`config.mk`:
```
export PLATFORM = sky130hd
export DESIGN_NAME = flash_cmd_if
export DESIGN_NICKNAME = d
export VERILOG_FILES = /design/src/rtl/flash_cmd_pkg.sv /design/src/rtl/flash_cmd_decode.sv /design/src/rtl/flash_busy_timer.sv /design/src/rtl/flash_lock_bits.sv /design/src/rtl/flash_cmd_if.sv
export SDC_FILE = /design/constraint.sdc
export NUM_CORES = 1
export LEC_CHECK = 0
export BUFFER_PORTS_ARGS = -buffer_cell sky130_fd_sc_hd__buf_2
export CAP_MARGIN = 10
export CORE_UTILIZATION = 44
export DETAILED_ROUTE_END_ITERATION = 8
export PLACE_DENSITY = 0.75
export RECOVER_POWER = 50
export SLEW_MARGIN = 20
export SYNTH_ARGS = -nofsm -noshare
export SYNTH_HDL_FRONTEND = slang
export SYNTH_SLANG_ARGS = --single-unit
```
`constraint.sdc`:
```
create_clock -name clk_i -period 1.8 [get_ports clk_i]
set_clock_uncertainty 0.1 [all_clocks]
set_input_delay 0.18 -clock clk_i [delete_from_list [all_inputs] [get_ports clk_i]]
set_output_delay 0.18 -clock clk_i [all_outputs]
set_load 0.05 [all_outputs]
```
`src/rtl/flash_cmd_pkg.sv`:
```
package flash_cmd_pkg;
  typedef enum logic [1:0] {
    MODE_ARRAY  = 2'd0,
    MODE_STATUS = 2'd1,
    MODE_IDENT  = 2'd2
  } rd_mode_e;

  localparam logic [7:0] CMD_READ_ARRAY = 8'hFF;
  localparam logic [7:0] CMD_READ_IDENT = 8'h90;
  localparam logic [7:0] CMD_LOCK_SETUP = 8'h60;
  localparam logic [7:0] CMD_SET_CONF   = 8'h01;
  localparam logic [7:0] CMD_CLR_CONF   = 8'hD0;

  localparam int unsigned SR_READY   = 7;
  localparam int unsigned SR_SEQ_ERR = 4;
  localparam int unsigned SR_VPP_ERR = 3;
endpackage

```
`src/rtl/flash_cmd_decode.sv`:
```
module flash_cmd_decode
  import flash_cmd_pkg::*;
#(
  parameter int unsigned BLK_AW = 3
) (
  input  logic              clk_i,
  input  logic              rst_ni,
  input  logic              we_i,
  input  logic [7:0]        data_i,
  input  logic [BLK_AW-1:0] addr_i,
  input  logic              busy_i,
  input  logic              hold_i,
  input  logic              vpen_ok_i,
  output rd_mode_e          mode_o,
  output logic              start_set_o,
  output logic              start_clr_o,
  output logic [BLK_AW-1:0] tgt_o,
  output logic              seq_err_o,
  output logic              vpp_err_o
);
  rd_mode_e mode_q;
  logic     setup_q, seq_err_q, vpp_err_q;
  logic     wr_ok, conf_set, conf_clr;

  assign wr_ok    = we_i && !busy_i && !hold_i;
  assign conf_set = data_i == CMD_SET_CONF;
  assign conf_clr = data_i == CMD_CLR_CONF;

  assign start_set_o = wr_ok && setup_q && conf_set && vpen_ok_i;
  assign start_clr_o = wr_ok && setup_q && conf_clr && vpen_ok_i;
  assign tgt_o       = addr_i;
  assign mode_o      = mode_q;
  assign seq_err_o   = seq_err_q;
  assign vpp_err_o   = vpp_err_q;

  always_ff @(posedge clk_i or negedge rst_ni) begin
    if (!rst_ni) begin
      mode_q    <= MODE_ARRAY;
      setup_q   <= 1'b0;
      seq_err_q <= 1'b0;
      vpp_err_q <= 1'b0;
    end else if (hold_i) begin
      mode_q  <= MODE_ARRAY;
      setup_q <= 1'b0;
    end else if (wr_ok) begin
      if (setup_q) begin
        setup_q <= 1'b0;
        mode_q  <= MODE_STATUS;
        if (!(conf_set || conf_clr)) seq_err_q <= 1'b1;
        else if (!vpen_ok_i)         vpp_err_q <= 1'b1;
      end else begin
        unique case (data_i)
          CMD_READ_ARRAY: mode_q <= MODE_ARRAY;
          CMD_READ_IDENT: mode_q <= MODE_IDENT;
          CMD_LOCK_SETUP: begin
            setup_q   <= 1'b1;
            mode_q    <= MODE_STATUS;
            seq_err_q <= 1'b0;
            vpp_err_q <= 1'b0;
          end
          default: ;
        endcase
      end
    end
  end

  // supply loss or power-down forces array reads next cycle
  a_r10_hold_array: assert property (@(posedge clk_i) disable iff (!rst_ni)
    hold_i |=> mode_q == MODE_ARRAY);
  // an accepted operation leaves reads on status
  a_r6_status_after: assert property (@(posedge clk_i) disable iff (!rst_ni)
    (start_set_o || start_clr_o) |=> mode_q == MODE_STATUS);
endmodule

```
`src/rtl/flash_busy_timer.sv`:
```
module flash_busy_timer #(
  parameter int unsigned BUSY_CYCLES = 6
) (
  input  logic clk_i,
  input  logic rst_ni,
  input  logic start_i,
  input  logic hold_i,
  output logic busy_o,
  output logic done_o
);
  localparam int unsigned CW = $clog2(BUSY_CYCLES + 1);

  logic [CW-1:0] cnt_q;

  assign busy_o = cnt_q != '0;
  assign done_o = busy_o && !hold_i && cnt_q == CW'(1);

  always_ff @(posedge clk_i or negedge rst_ni) begin
    if (!rst_ni)      cnt_q <= '0;
    else if (hold_i)  cnt_q <= '0;
    else if (busy_o)  cnt_q <= cnt_q - 1'b1;
    else if (start_i) cnt_q <= CW'(BUSY_CYCLES);
  end

  // no operation may start while the engine is busy
  a_r5_no_start_busy: assert property (@(posedge clk_i) disable iff (!rst_ni)
    start_i |-> !busy_o);
  // the busy window shrinks by exactly one each cycle
  a_r4_count_down: assert property (@(posedge clk_i) disable iff (!rst_ni)
    (busy_o && !hold_i) |=> cnt_q == $past(cnt_q) - 1'b1);
endmodule

```
`src/rtl/flash_lock_bits.sv`:
```
module flash_lock_bits #(
  parameter int unsigned N_BLOCKS = 8,
  parameter int unsigned BLK_AW   = 3
) (
  input  logic                clk_i,
  input  logic                rst_ni,
  input  logic                start_set_i,
  input  logic                start_clr_i,
  input  logic [BLK_AW-1:0]   tgt_i,
  input  logic                vpen_ok_i,
  input  logic                done_i,
  input  logic                abort_i,
  output logic [N_BLOCKS-1:0] lock_o
);
  logic              pend_set_q, pend_clr_q;
  logic [BLK_AW-1:0] tgt_q;

  always_ff @(posedge clk_i or negedge rst_ni) begin
    if (!rst_ni) begin
      pend_set_q <= 1'b0;
      pend_clr_q <= 1'b0;
      tgt_q      <= '0;
    end else if (done_i || abort_i) begin
      pend_set_q <= 1'b0;
      pend_clr_q <= 1'b0;
    end else if (start_set_i || start_clr_i) begin
      pend_set_q <= start_set_i;
      pend_clr_q <= start_clr_i;
      tgt_q      <= tgt_i;
    end
  end

  for (genvar i = 0; i < N_BLOCKS; i++) begin : g_blk
    always_ff @(posedge clk_i or negedge rst_ni) begin
      if (!rst_ni)                                        lock_o[i] <= 1'b0;
      else if (abort_i && pend_clr_q)                     lock_o[i] <= 1'b1; // unknown -> locked
      else if (done_i && pend_clr_q)                      lock_o[i] <= 1'b0;
      else if (done_i && pend_set_q && tgt_q == BLK_AW'(i)) lock_o[i] <= 1'b1;
    end
  end

  // operations only start with a valid enable voltage
  a_r8_vpen_gate: assert property (@(posedge clk_i) disable iff (!rst_ni)
    (start_set_i || start_clr_i) |-> vpen_ok_i);
  // an aborted clear leaves every block locked
  a_r11_clr_abort: assert property (@(posedge clk_i) disable iff (!rst_ni)
    (abort_i && pend_clr_q) |=> &lock_o);
endmodule

```
`src/rtl/flash_cmd_if.sv`:
```
module flash_cmd_if
  import flash_cmd_pkg::*;
#(
  parameter int unsigned N_BLOCKS    = 8,
  parameter int unsigned BUSY_CYCLES = 6,
  localparam int unsigned BLK_AW     = (N_BLOCKS > 1) ? $clog2(N_BLOCKS) : 1
) (
  input  logic                clk_i,
  input  logic                rst_ni,
  input  logic                we_i,
  input  logic [BLK_AW-1:0]   addr_i,
  input  logic [7:0]          data_i,
  input  logic [7:0]          arr_data_i,
  input  logic                vpen_ok_i,
  input  logic                pwr_ok_i,
  input  logic                pwrdn_i,
  output logic [7:0]          rd_data_o,
  output logic                sts_o,
  output logic [7:0]          status_o,
  output logic [N_BLOCKS-1:0] lock_o
);
  rd_mode_e          mode;
  logic              hold, busy, done, start_set, start_clr, seq_err, vpp_err;
  logic [BLK_AW-1:0] tgt;

  assign hold = !pwr_ok_i || pwrdn_i;

  flash_cmd_decode #(.BLK_AW(BLK_AW)) u_decode (
    .clk_i, .rst_ni, .we_i, .data_i, .addr_i,
    .busy_i(busy), .hold_i(hold), .vpen_ok_i,
    .mode_o(mode), .start_set_o(start_set), .start_clr_o(start_clr),
    .tgt_o(tgt), .seq_err_o(seq_err), .vpp_err_o(vpp_err)
  );

  flash_busy_timer #(.BUSY_CYCLES(BUSY_CYCLES)) u_timer (
    .clk_i, .rst_ni, .start_i(start_set || start_clr), .hold_i(hold),
    .busy_o(busy), .done_o(done)
  );

  flash_lock_bits #(.N_BLOCKS(N_BLOCKS), .BLK_AW(BLK_AW)) u_locks (
    .clk_i, .rst_ni, .start_set_i(start_set), .start_clr_i(start_clr),
    .tgt_i(tgt), .vpen_ok_i, .done_i(done), .abort_i(hold && busy),
    .lock_o
  );

  always_comb begin
    status_o             = '0;
    status_o[SR_READY]   = !busy;
    status_o[SR_SEQ_ERR] = seq_err;
    status_o[SR_VPP_ERR] = vpp_err;
  end

  assign sts_o = !busy;

  always_comb begin
    unique case (mode)
      MODE_STATUS: rd_data_o = status_o;
      MODE_IDENT:  rd_data_o = {7'b0, lock_o[addr_i]};
      default:     rd_data_o = arr_data_i;
    endcase
  end
endmodule

```
=== After elaboration in Yosys (flattened, before gate mapping) ===
Index checks and enable logic that the tools add are counted.

* Logic and storage cells: 133
* Bits in registers: 21
* Input bits: 25

* Muxes and demuxes: 48
* Add/subtract/negate cells: 1
* Reduce and logical (&&, ||, !) cells: 47
* Equality and inequality tests: 18
* Bitwise logic cells: 2
* $lt $le $gt $ge: 1

{| class="wikitable"
|+ Operators with widths
! operator !! count
|-
| 1-bit 2-to-1 mux || 39
|-
| 3-bit nonzero test || 10
|-
| 8-bit == test, second input constant || 3
|-
| 1-bit logical AND || 21
|-
| 8-bit one-hot mux with 2 select lines || 1
|-
| 3-bit == test, second input constant || 4
|-
| 3-bit 2-to-1 mux || 3
|-
| 8-bit by 1-bit == test with 1-bit output, second input constant || 1
|-
| 8-bit by 7-bit == test with 1-bit output, second input constant || 1
|-
| 3-bit by 1-bit == test with 1-bit output, second input constant || 2
|-
| 3-bit by 2-bit == test with 1-bit output, second input constant || 2
|-
| 2-bit 2-to-1 mux || 3
|-
| 2-bit != test, second input constant || 3
|-
| 2-bit one-hot mux with 3 select lines || 1
|-
| 2-bit nonzero test || 3
|-
| 5-bit AND reduction || 1
|-
| 5-bit nonzero test || 1
|-
| 1-bit logical OR || 4
|-
| 3-bit by 4-bit less-than comparator with 1-bit output, second input constant || 1
|-
| 2-bit AND reduction || 2
|-
| 4-bit AND reduction || 1
|-
| 1-bit binary-select mux with 3-bit select || 1
|-
| 1-bit logical NOT || 3
|-
| 3-bit logical NOT || 1
|-
| 4 further kinds || 5
|}

=== Depth between registers and ports, before layout ===
* Depth after elaboration: 11
* Mapped depth: 7
* Gate-level depth less buffers: 7

=== Hierarchy ===
A second synthesis with hierarchy kept.

* Cells, all modules: 147
* Area, all modules: 1392.6 µm²

{| class="wikitable"
|+ By module, submodules not included
! module !! cells an instance !! seq. area each (µm²) !! instances !! area each (µm²)
|-
| flash_lock_bits || 47 || 325.3 || 1 || 564.3
|-
| flash_cmd_decode || 42 || 125.1 || 1 || 359.1
|-
| flash_cmd_if || 38 || 0.0 || 1 || 264.0
|-
| flash_busy_timer || 20 || 75.1 || 1 || 205.2
|}

=== Worst setup path before layout ===
Ideal clock, no wire load.

* Kind: register to output
* From: register u_timer.cnt_q[0]
* To: output rd_data_o[7]
* Setup slack: -857 ps
* Path buffers: 0
* Cell stages (with the launch flop): 7
* Arrival: 2377 ps
* Data required time: 1520 ps
* Path through: dfrtp_1 -> inv_1 -> ha_1 -> nand2b_1 -> inv_1 -> nand2_1 -> o21ai_0

* Word-level cells in the longest chain between the ends: 3

{| class="wikitable"
|+ Ends and longest elaborated chain
! what !! line !! text
|-
| from (decl) || flash_busy_timer.sv:13 || <nowiki>logic [CW-1:0] cnt_q;</nowiki>
|-
| from (signal assigned) || flash_busy_timer.sv:21 || <nowiki>else if (busy_o) cnt_q <= cnt_q - 1'b1;</nowiki>
|-
| from (signal assigned) || flash_busy_timer.sv:22 || <nowiki>else if (start_i) cnt_q <= CW'(BUSY_CYCLES);</nowiki>
|-
| 3-bit nonzero test || flash_busy_timer.sv:15 || <nowiki>assign busy_o = cnt_q != '0;</nowiki>
|-
| 1-bit logical NOT || - ||
|-
| net sts_o || flash_cmd_if.sv:18 || <nowiki>output logic sts_o,</nowiki>
|-
| 8-bit one-hot mux with 2 select lines || flash_cmd_if.sv:56 || <nowiki>unique case (mode)</nowiki>
|-
| to (decl) || flash_cmd_if.sv:17 || <nowiki>output logic [7:0] rd_data_o,</nowiki>
|}

The timed path passes the listed nets, and every way through them passes these cells.

=== Worst setup path in the final report ===
* From: register u_locks.lock_o[6]
* To: output rd_data_o[0]

* Word-level cells in the longest chain between the ends: 3

{| class="wikitable"
|+ Ends and longest elaborated chain
! what !! line !! text
|-
| from (decl) || flash_lock_bits.sv:13 || <nowiki>output logic [N_BLOCKS-1:0] lock_o</nowiki>
|-
| from (signal, indexed assignment) || flash_lock_bits.sv:35 || <nowiki>if (!rst_ni) lock_o[i] <= 1'b0;</nowiki>
|-
| from (signal, indexed assignment) || flash_lock_bits.sv:36 || <nowiki>else if (abort_i && pend_clr_q) lock_o[i] <= 1'b1;</nowiki>
|-
| from (signal, indexed assignment) || flash_lock_bits.sv:37 || <nowiki>else if (done_i && pend_clr_q) lock_o[i] <= 1'b0;</nowiki>
|-
| 1-bit binary-select mux with 3-bit select || flash_cmd_if.sv:58 || <nowiki>MODE_IDENT: rd_data_o = {7'b0, lock_o[addr_i]};</nowiki>
|-
| 1-bit 2-to-1 mux (not written as such) || flash_cmd_if.sv:58 ||
|-
| 8-bit one-hot mux with 2 select lines || flash_cmd_if.sv:56 ||
|}

No other way between the ends. The select of a mux whose other input is x is not followed.

==> metrics.txt <==
outcome finished with violations; failing checks negative setup slack; CTS Root Cell clkbuf_4; fill cell count 234; placed cells around 250; clock buffer count from CTS 3; die area between 0.003 and 0.004 mm^2; final net count roughly 250; FF-to-FF setup slack -0.09 ns; clock period minus final worst setup slack 2.05 ns; RSZ-0062 raised after global routing yes; Ant. Diodes 0; initial antenna violation count 0; GRT Total Usage between 20% and 30%; via count 1393; aggregate routed wire length between 3 and 4 mm; CP Capture Type output port; Die Wd roughly 58 um; Slew headroom around 24%; max-cap violations 0; register area about 540 um^2; die height between 50 and 60 um; worst-path fanout max 2; final hold violations 0; worst skew pair latency 0.30 ns; Post-synth EDFFs 0; Worst-Margin Slew 1.14 ns; dpl hpwl 2.73 mm; mean post-synth cell area 9.44 um^2; Avg Vias per Cell about 5.2; post-route ant nets 0; WP data arrival around 1.8 ns; Yosys reg bits 21; Max Slew Vio Count 0; Leakage between 1 and 1.5 nW; fin cells roughly 270; startpoint types register; Setup TNS -0.553 ns; row count 20; sequential share of the synthesized area between 30% and 40%; Post-Syn Area 0.00139 mm^2; worst min path class in2reg; CORE AREA between 0.003 and 0.004 mm^2; DRC Markers 0; Max VDD drop 0.411 mV; Yosys cell types 42; Fmax between 0.4 and 0.5 GHz; DR iter-0 viols 53; clk sinks 21; Layout area overhead 49.5%; Cells after Synth 147; clock transition at the registers of the reported paths between 0.1 and 0.15 ns; Top FF cell, synth dfrtp_1; DRT Pass-1 Iters 6; PwrDens between 500 and 600 mW/mm^2; worst slack at placement -0.105 ns; vias in the first global route approximately 1300; CTS H-tree depth 1; Port Buffers 44; worst hold slack between 0.03 and 0.04 ns; post-DR wirelength/cell between 10 and 15 um; share of flip-flops with an asynchronous set or reset between 90% and 100%; initial core utilization roughly 46%; Synth warnings 0; Setup WS post-layout -0.251 ns; critical path class reg2out; CTS tree built; CTS Buffer Depth 2; routability-driven placement congestion ratio ~0.87; GRT overflow 0; largest net degree at the start of global routing 22; multi-input logic area 898 um^2; first-pass GRT wire length 5.91 mm; layout cells sized above 1 a little under three fifths; setup violators final 8; critical path required time 1.52 ns; Top Ports 50; crit share post-route 114%
-- synthesized netlist by cell type (2+ instances only) --
cell        n  area (um^2)
or4b_1      2         20.0
a311oi_1    2         17.5
mux4_2      2         45.0
and2_1      4         25.0
buf_4       8         60.1
nand2b_1    4         25.0
nand3_1     4         20.0
and3_1      3         18.8
a21oi_1     3         15.0
nand2_1    18         67.6
dfrtp_1    21          526
o21ai_0     5         25.0
o2bb2ai_1   2         17.5
a22oi_1     2         15.0
nor3_1      4         20.0
nor2b_1     4         25.0
inv_1       7         26.3
a211o_1     2         17.5
nor2_1     11         41.3
or3_1       2         12.5
ha_1        5         62.6
a211oi_1    6         45.0
mux2_4      3         45.0
clkbuf_1    3         11.3
nor4b_1     3         26.3
-- cells by family (layout without fill, tap and decap cells) --
family	Yosys count	after routing	share of synthesized area (%)
AO/OA/AOI/OAI	27	27	14.2
adder cells (fa/ha/maj)	5	5	4.51
buffers and inverters	19	90	7.30
flip-flops	21	21	37.9
multiplexers	6	6	7.30
other	1	5	0.270
AND/OR/NAND/NOR	68	68	28.6
-- area by class of cell --
| type | count | share of cell area (%) |
|---|---|---|
| Multi-Input combinational cell | 111 | 43.3 |
| Sequential cell | 21 | 25.8 |
| Clock buffer | 3 | 1.09 |
| Timing Repair Buffer | 79 | 25.5 |
| Clock inverter | 1 | 0.241 |
| Tap cell | 44 | 2.65 |
| Inverter | 7 | 1.45 |
-- path summary, 6_finish.rpt --
check / start / to / cells past startpoint
worst max-delay path: u_locks.lock_o[6] / rd_data_o[0] / 5
worst min-delay path: vpen_ok_i / u_decode.vpp_err_o / 3
worst max register to register: u_timer.cnt_q[0] / u_locks.lock_o[5] / 6
worst min register to register: u_decode.vpp_err_o / u_decode.vpp_err_o / 1
max in group asynchronous: rst_ni / u_locks.lock_o[6] / 2
min in group asynchronous: rst_ni / u_locks.lock_o[3] / 2
-- critical path, stage by stage (launching register included) --
cell     delay (ns)
dfrtp_2        0.42
mux4_2         0.49
mux2_4         0.30
nand2_4        0.07
o21ai_4        0.05
buf_6          0.15
-- metrics by stage --
step	area [um^2]	power, W	utilization (%)
2_1_floorplan	1480	0.000720	-
3_3_place_gp	1830	0.000814	60.5
3_5_place_dp	1830	0.000824	60.5
4_1_cts	1980	0.00109	65.3
5_1_grt	2070	0.00117	68.5
6_report	2070	0.00111	68.5
-- report_power, final --
part / internal [W] / switching, W
Combinational: 0.000167 / 0.000234
Clock: 0.0000827 / 0.000148
Sequential: 0.000477 / 0.00000459
-- repair_timing --
| item | in CTS | in global routing |
|---|---|---|
| setup endpoints to repair | 17 | 22 |
| resized for setup | 16 | 18 |
| hold buffers | 1 | 0 |
| cloned | 0 | 0 |
| hold endpoints to repair | 21 | 0 |
| pin swaps | 8 | 9 |
| buffers inserted | 7 | 7 |
-- layout by cell type, fill, tap and decap left out, types with 2 or more instances in the layout --
master	n
a21oi_1	3
nor2_1	11
conb_1	5
mux4_2	2
ha_4	3
buf_2	36
nand2_1	15
nand3_1	3
mux2_4	4
inv_2	5
nand2_4	2
a22oi_1	2
o21ai_2	3
and2_1	4
nand2_2	2
nor2b_1	3
clkbuf_4	3
a211o_1	2
nor3_1	3
o2bb2ai_1	2
nand2b_1	3
and3_1	3
buf_6	7
dfrtp_1	13
dfrtp_2	8
buf_4	34
a211oi_1	6
nor4b_1	3
-- sequential cells by signal, summed over array words and instances (netlist names) --
name	count
u_timer.cnt_q	3
u_decode.vpp_err_o	1
u_locks.pend_clr_q	1
u_decode.seq_err_o	1
u_decode.setup_q	1
u_decode.mode_o	2
u_locks.tgt_q	3
u_locks.lock_o	8
u_locks.pend_set_q	1
-- layer usage --
metal,part of all wire (%),vias to the layer above,GRT usage [%]
li1,-,669,-
met1,42,687,27.7
met2,54,33,41.1
met3,3.3,4,3.57
met4,0.57,0,5.44
met5,0,-,0
Note: power is estimated with default switching activity, not from simulation.
